===== src/rtl/dqc_pkg.sv =====
package dqc_pkg;

    // External formats
    localparam int DATA_W    = 14;
    localparam int ANG_W     = 13;
    localparam int ANG_FRAC  = 9;

    // Internal vector format: extra fraction and integer headroom
    localparam int GUARD_F   = 3;
    localparam int GUARD_I   = 3;
    localparam int X_W       = DATA_W + GUARD_F + GUARD_I;
    localparam int X_FRAC    = DATA_W - 1 + GUARD_F;

    // Internal angle format
    localparam int Z_GUARD   = 6;
    localparam int Z_W       = ANG_W + Z_GUARD;
    localparam int Z_FRAC    = ANG_FRAC + Z_GUARD;

    // Fixed-point constant precision
    localparam int KQ        = 15;
    localparam int SAT_W     = X_W + 1;

    localparam real PI_R     = 3.14159265358979323846;

    localparam logic signed [DATA_W-1:0] DMAX = DATA_W'(2**(DATA_W-1) - 1);
    localparam logic signed [DATA_W-1:0] DMIN = DATA_W'(-(2**(DATA_W-1)));

    localparam logic signed [Z_W-1:0] PI_Z      = Z_W'($rtoi(PI_R * (2.0**Z_FRAC) + 0.5));
    localparam logic signed [Z_W-1:0] HALF_PI_Z = Z_W'($rtoi(PI_R * (2.0**(Z_FRAC-1)) + 0.5));
    localparam logic signed [KQ+1:0]  S3H       = (KQ+2)'($rtoi($sqrt(3.0) * (2.0**(KQ-1)) + 0.5));

    typedef struct packed {
        logic                 vld;
        logic [X_W-1:0]       x;
        logic [X_W-1:0]       y;
        logic [Z_W-1:0]       z;
    } rot_t;

    // Elementary rotation angle atan(2^-i) in internal angle units
    function automatic int atan_code(input int i);
        real t;
        t = 1.0;
        for (int j = 0; j < i; j++) t = t / 2.0;
        return $rtoi($atan(t) * (2.0**Z_FRAC) + 0.5);
    endfunction

    // Reciprocal of the accumulated rotator gain after n stages
    function automatic int kinv_code(input int n);
        real k;
        real t;
        k = 1.0;
        t = 1.0;
        for (int j = 0; j < n; j++) begin
            k = k * $sqrt(1.0 + t * t);
            t = t / 2.0;
        end
        return $rtoi((2.0**KQ) / k + 0.5);
    endfunction

    // Negation that maps the most negative code to the most positive one
    function automatic logic signed [DATA_W-1:0] neg_sat(input logic signed [DATA_W-1:0] v);
        return (v == DMIN) ? DMAX : -v;
    endfunction

    // Clip a wide value to the output range
    function automatic logic signed [DATA_W-1:0] clip(input logic signed [SAT_W-1:0] v);
        if (v > SAT_W'(DMAX))      return DMAX;
        else if (v < SAT_W'(DMIN)) return DMIN;
        else                       return v[DATA_W-1:0];
    endfunction

endpackage


===== src/rtl/dqc_prerot.sv =====
module dqc_prerot
    import dqc_pkg::*;
(
    input  logic                     clk,
    input  logic                     rst,
    input  logic                     smp_valid,
    input  logic signed [DATA_W-1:0] cmd_d,
    input  logic signed [DATA_W-1:0] cmd_q,
    input  logic signed [ANG_W-1:0]  angle,
    output rot_t                     vec_o
);

    logic signed [DATA_W-1:0] d_neg, q_neg;
    logic signed [X_W-1:0]    x_ext, y_ext;
    logic signed [Z_W-1:0]    z_ext;
    rot_t                     nxt;

    always_comb begin
        d_neg = neg_sat(cmd_d);
        q_neg = neg_sat(cmd_q);
        x_ext = X_W'(d_neg) <<< GUARD_F;
        y_ext = X_W'(q_neg) <<< GUARD_F;
        z_ext = {angle, {Z_GUARD{1'b0}}};

        nxt.vld = smp_valid;
        // Fold the angle into the rotator's convergence range by a half turn
        if (z_ext > HALF_PI_Z) begin
            nxt.x = -x_ext;
            nxt.y = -y_ext;
            nxt.z = z_ext - PI_Z;
        end else if (z_ext < -HALF_PI_Z) begin
            nxt.x = -x_ext;
            nxt.y = -y_ext;
            nxt.z = z_ext + PI_Z;
        end else begin
            nxt.x = x_ext;
            nxt.y = y_ext;
            nxt.z = z_ext;
        end
    end

    always_ff @(posedge clk) begin
        if (rst) vec_o <= '0;
        else     vec_o <= nxt;
    end

endmodule


===== src/rtl/dqc_rot_stage.sv =====
module dqc_rot_stage
    import dqc_pkg::*;
#(
    parameter int SHIFT = 0
)(
    input  logic clk,
    input  logic rst,
    input  rot_t vec_i,
    output rot_t vec_o
);

    localparam logic signed [Z_W-1:0] STEP = Z_W'(atan_code(SHIFT));

    logic signed [X_W-1:0] xi, yi, xs, ys;
    logic signed [Z_W-1:0] zi;
    rot_t                  nxt;

    always_comb begin
        xi = vec_i.x;
        yi = vec_i.y;
        zi = vec_i.z;
        xs = xi >>> SHIFT;
        ys = yi >>> SHIFT;
        nxt.vld = vec_i.vld;
        if (!zi[Z_W-1]) begin
            nxt.x = xi - ys;
            nxt.y = yi + xs;
            nxt.z = zi - STEP;
        end else begin
            nxt.x = xi + ys;
            nxt.y = yi - xs;
            nxt.z = zi + STEP;
        end
    end

    always_ff @(posedge clk) begin
        if (rst) vec_o <= '0;
        else     vec_o <= nxt;
    end

endmodule


===== src/rtl/dqc_clarke.sv =====
module dqc_clarke
    import dqc_pkg::*;
#(
    parameter int ITERS = 14
)(
    input  logic                     clk,
    input  logic                     rst,
    input  rot_t                     vec_i,
    output logic                     phase_valid,
    output logic signed [DATA_W-1:0] phase_a,
    output logic signed [DATA_W-1:0] phase_b,
    output logic signed [DATA_W-1:0] phase_c
);

    localparam logic signed [KQ+1:0] KINV = (KQ+2)'(kinv_code(ITERS));
    localparam int RSH = X_FRAC - (DATA_W - 1);
    localparam logic signed [SAT_W-1:0] RND = SAT_W'(2**(RSH-1));

    // Stage 1: gain correction
    logic signed [X_W-1:0]      xi, yi;
    logic signed [X_W+KQ+1:0]   pa, pb;
    logic signed [X_W-1:0]      alpha, beta;
    logic                       g_vld;

    always_comb begin
        xi = vec_i.x;
        yi = vec_i.y;
        pa = xi * KINV;
        pb = yi * KINV;
    end

    always_ff @(posedge clk) begin
        if (rst) begin
            g_vld <= 1'b0;
            alpha <= '0;
            beta  <= '0;
        end else begin
            g_vld <= vec_i.vld;
            alpha <= X_W'(pa >>> KQ);
            beta  <= X_W'(pb >>> KQ);
        end
    end

    // Stage 2: spread onto three phases, round and clip
    logic signed [X_W+KQ+1:0]  pr;
    logic signed [SAT_W-1:0]   half_a, sb, wa, wb, wc;

    always_comb begin
        pr     = beta * S3H;
        half_a = SAT_W'(alpha >>> 1);
        sb     = SAT_W'(pr >>> KQ);
        wa     = (SAT_W'(alpha) + RND) >>> RSH;
        wb     = (sb - half_a + RND) >>> RSH;
        wc     = (-sb - half_a + RND) >>> RSH;
    end

    always_ff @(posedge clk) begin
        if (rst) begin
            phase_valid <= 1'b0;
            phase_a     <= '0;
            phase_b     <= '0;
            phase_c     <= '0;
        end else begin
            phase_valid <= g_vld;
            if (g_vld) begin
                phase_a <= clip(wa);
                phase_b <= clip(wb);
                phase_c <= clip(wc);
            end
        end
    end

endmodule


===== src/rtl/dq_inv_converter.sv =====
module dq_inv_converter
    import dqc_pkg::*;
#(
    parameter int ITERS = 14
)(
    input  logic                     clk,
    input  logic                     rst,
    input  logic                     smp_valid,
    input  logic signed [DATA_W-1:0] cmd_d,
    input  logic signed [DATA_W-1:0] cmd_q,
    input  logic signed [ANG_W-1:0]  angle,
    output logic                     phase_valid,
    output logic signed [DATA_W-1:0] phase_a,
    output logic signed [DATA_W-1:0] phase_b,
    output logic signed [DATA_W-1:0] phase_c
);

    localparam int LAT = ITERS + 3;

    rot_t pipe [0:ITERS];

    dqc_prerot u_prerot (
        .clk       (clk),
        .rst       (rst),
        .smp_valid (smp_valid),
        .cmd_d     (cmd_d),
        .cmd_q     (cmd_q),
        .angle     (angle),
        .vec_o     (pipe[0])
    );

    for (genvar s = 0; s < ITERS; s++) begin : g_rot
        dqc_rot_stage #(.SHIFT(s)) u_stage (
            .clk   (clk),
            .rst   (rst),
            .vec_i (pipe[s]),
            .vec_o (pipe[s+1])
        );
    end

    dqc_clarke #(.ITERS(ITERS)) u_clarke (
        .clk         (clk),
        .rst         (rst),
        .vec_i       (pipe[ITERS]),
        .phase_valid (phase_valid),
        .phase_a     (phase_a),
        .phase_b     (phase_b),
        .phase_c     (phase_c)
    );

endmodule


===== config.mk =====
export PLATFORM = sky130hd
export DESIGN_NAME = dq_inv_converter
export DESIGN_NICKNAME = d
export VERILOG_FILES = /design/src/rtl/dqc_pkg.sv /design/src/rtl/dqc_prerot.sv /design/src/rtl/dqc_rot_stage.sv /design/src/rtl/dqc_clarke.sv /design/src/rtl/dq_inv_converter.sv
export SDC_FILE = /design/constraint.sdc
export NUM_CORES = 2
export LEC_CHECK = 0
export BUFFER_PORTS_ARGS = -buffer_cell sky130_fd_sc_hd__buf_2
export CAP_MARGIN = 20
export CORE_MARGIN = 5
export CORE_UTILIZATION = 40
export CTS_BUF_LIST = sky130_fd_sc_hd__clkbuf_8
export CTS_CLUSTER_SIZE = 10
export DETAILED_ROUTE_END_ITERATION = 10
export GPL_ROUTABILITY_DRIVEN = 0
export PLACE_DENSITY = 0.66
export SLEW_MARGIN = 0
export SYNTH_ARGS = -nofsm -noshare
export SYNTH_HDL_FRONTEND = slang
export SYNTH_HIERARCHICAL = 1
export SYNTH_SLANG_ARGS = --single-unit

===== constraint.sdc =====
create_clock -name clk -period 8.1 [get_ports clk]
set_input_delay 0.405 -clock clk [delete_from_list [all_inputs] [get_ports clk]]
set_output_delay 0.405 -clock clk [all_outputs]
set_load 0.05 [all_outputs]

==> results.toml <==
[outcome]
status = "finished, violations left"
violations = "negative setup slack"

[clocking]
clock_sinks = 910
clk_pin_slew_ns = 0.08
htreeDepth = 4
numCtsBuffers = 162
cts_tree = "yes"
clock_latency_ns = 0.92
clock_path_buffers = 3
clockRootBuffer = "clkbuf_8"

[critical_path]
criticalPathCategory = "reg -> reg"
end_kind = "flip-flop"
cpPeakStageDelay_ns = 0.55
crit_path_start_kind = "flip-flop"
critPathArrivalTime_ns = 8.93
worst-path-max-fanout = 6
worstPathRequired_ns = 8.90
worst-path-buf-inv = 9
crit_family = "adder cells"
critical_path.slowest_cell = "fa_1"

[sta]
fin_crit_sh_pct = 100
period_minus_slack_ns = 8.14
fmax_ghz = 0.123
maxSlewHeadroom_pct = 26.7
worst_pin_slew_ns = 1.09
rsz0062_at_grt = "yes"
finClkSkew_ns = 0.0409
post-route-worst-setup-slack_ns = -0.0371
final-setup-viol-count = 14
final_max_slew_viol_count = 0
finalHoldViolCount = 0

[floorplanning]
core-area_sq_mm = 0.223
io_pins = 87
die_h_microns = 483
initial_core_util_pct = 40.2
row_count = 173
die_area_sq_mm = 0.233
dieWidth_microns = 483

[synth]
syn_inst = 10600
syn_area_per_cell_sq_um = 8.46
syn_area_sq_mm = 0.0895
yosysWarnings = 6

[detailed_routing]
wl_mm = 229
dr_wl_met3_mm = 11.1
top_layer = "met5"
drc = 0
routed-wl-met2_mm = 110
via_per_inst = 5.50
drt-met1-wl_mm = 101
wl_per_cell_microns = 16.6
vias = 76100
drt_pass1_iterations = 6
drtIter0Drc = 5288
ant_nets = 0

[global_routing]
grt_max_degree = 178
grt_pass1_vias = 76000
track_usage_pct = 19.2
antenna_found_initial = 7
globalRoute.totalOverflow = 0
grt_pass1_wl_mm = 379

[final_layout]
syn2layout_area_growth_pct = 10.2
drive_gt1_share_pct = 8.94
nets = 12400

[placement]
dpl.hpwl_mm = 183
dpl_worst_slack_ns = -0.599
portBuffers = 86

[job]
maxCapViolCount = 0

[hold_path]
hp-class = "in -> reg"
-- sequential cells by signal, summed over array words and instances (netlist names) --
| name | cells |
|---|---|
| u_clarke/phase_valid | 1 |
| u_prerot/vec_o | 49 |
| u_clarke/phase_a | 14 |
| u_clarke/alpha | 19 |
| u_clarke/phase_c | 14 |
| u_clarke/g_vld | 1 |
| u_clarke/phase_b | 14 |
| g_rot.u_stage/vec_o | 778 |
| u_clarke/beta | 20 |
-- layout make-up --
class,count,area (sq um)
Sequential cell,910,18200
Clock inverter,94,903
Tap cell,2975,3720
Clock buffer,202,2780
Antenna cell,5,12.5
Multi-Input combinational cell,8340,66800
Fill cell,21700,124000
Timing Repair Buffer,309,2330
Inverter,1011,3800
-- worst reg2reg max path, delay by kind of cell (launching register included) --
kind,cells,cell delay [ns]
compound gates,14,2.57
xor+xnor,1,0.21
fa+ha+maj,9,3.56
buf+inv,9,0.76
flops,1,0.36
mux,1,0.23
simple gates,5,0.35
-- cell usage in the layout, fill, tap and decap left out, types with 49 or more instances in the layout --
cell	instances
nand2b_1	92
ha_1	1174
xnor2_1	529
buf_2	85
fa_1	455
dfxtp_1	895
nor2b_1	268
nor3_1	279
a21o_1	295
nor2_1	1206
buf_4	169
a31oi_1	122
a211oi_1	140
xor2_1	326
o21bai_1	54
o211ai_1	88
nor4_1	61
clkbuf_8	202
a21oi_1	771
nand4_1	87
nand2_1	454
inv_1	1023
o21ai_1	64
and3_1	75
nand3_1	128
nor3b_1	55
or3_1	53
mux2i_1	55
mux2_2	94
o31ai_1	49
o21a_1	120
o21ai_0	383
-- what timing repair did --
item	4_1_cts	5_1_grt
cloned	3	0
gates resized for setup	87	67
hold buffers	35	0
pin swaps	65	72
endpoints found under the setup margin	28	28
buffers inserted	15	10
hold endpoints to repair	73	0
-- routing by layer --
metal / vias to the layer above / track usage, %
li1: 37400 / -
met1: 36300 / 24.4
met2: 1945 / 33.5
met3: 442 / 2.70
met4: 2 / 6.04
met5: - / 0
-- stage by stage --
stage,TNS (ns),std cells,cell area (sq um),utilization [%],hold WS [ns]
after detailed placement,-12.52,13500,93500,42.0,0.424
after global placement,-9.68,13500,93500,42.0,0.417
after CTS,-0.00149,13800,98200,44.1,0.0104
after global routing,-10.75,13800,98600,44.3,0.0716
final,-0.215,13800,98600,44.3,0.107
after floorplan,0,10600,89500,-,0.414
-- final timing paths --
path	startpoint	end	slack (ns)	cells past startpoint
worst max-delay path	u_clarke/beta[8]	u_clarke/phase_c[12]	-0.04	39
worst min register to register	g_rot[6].u_stage/vec_o[5]	g_rot[7].u_stage/vec_o[5]	0.42	1
worst max register to register	u_clarke/beta[8]	u_clarke/phase_c[12]	-0.04	39
worst min-delay path	cmd_q[9]	u_prerot/vec_o[27]	0.11	6
Power is not shown: default switching activity piles up to over one toggle a cycle in this logic, so the estimate is an artifact.
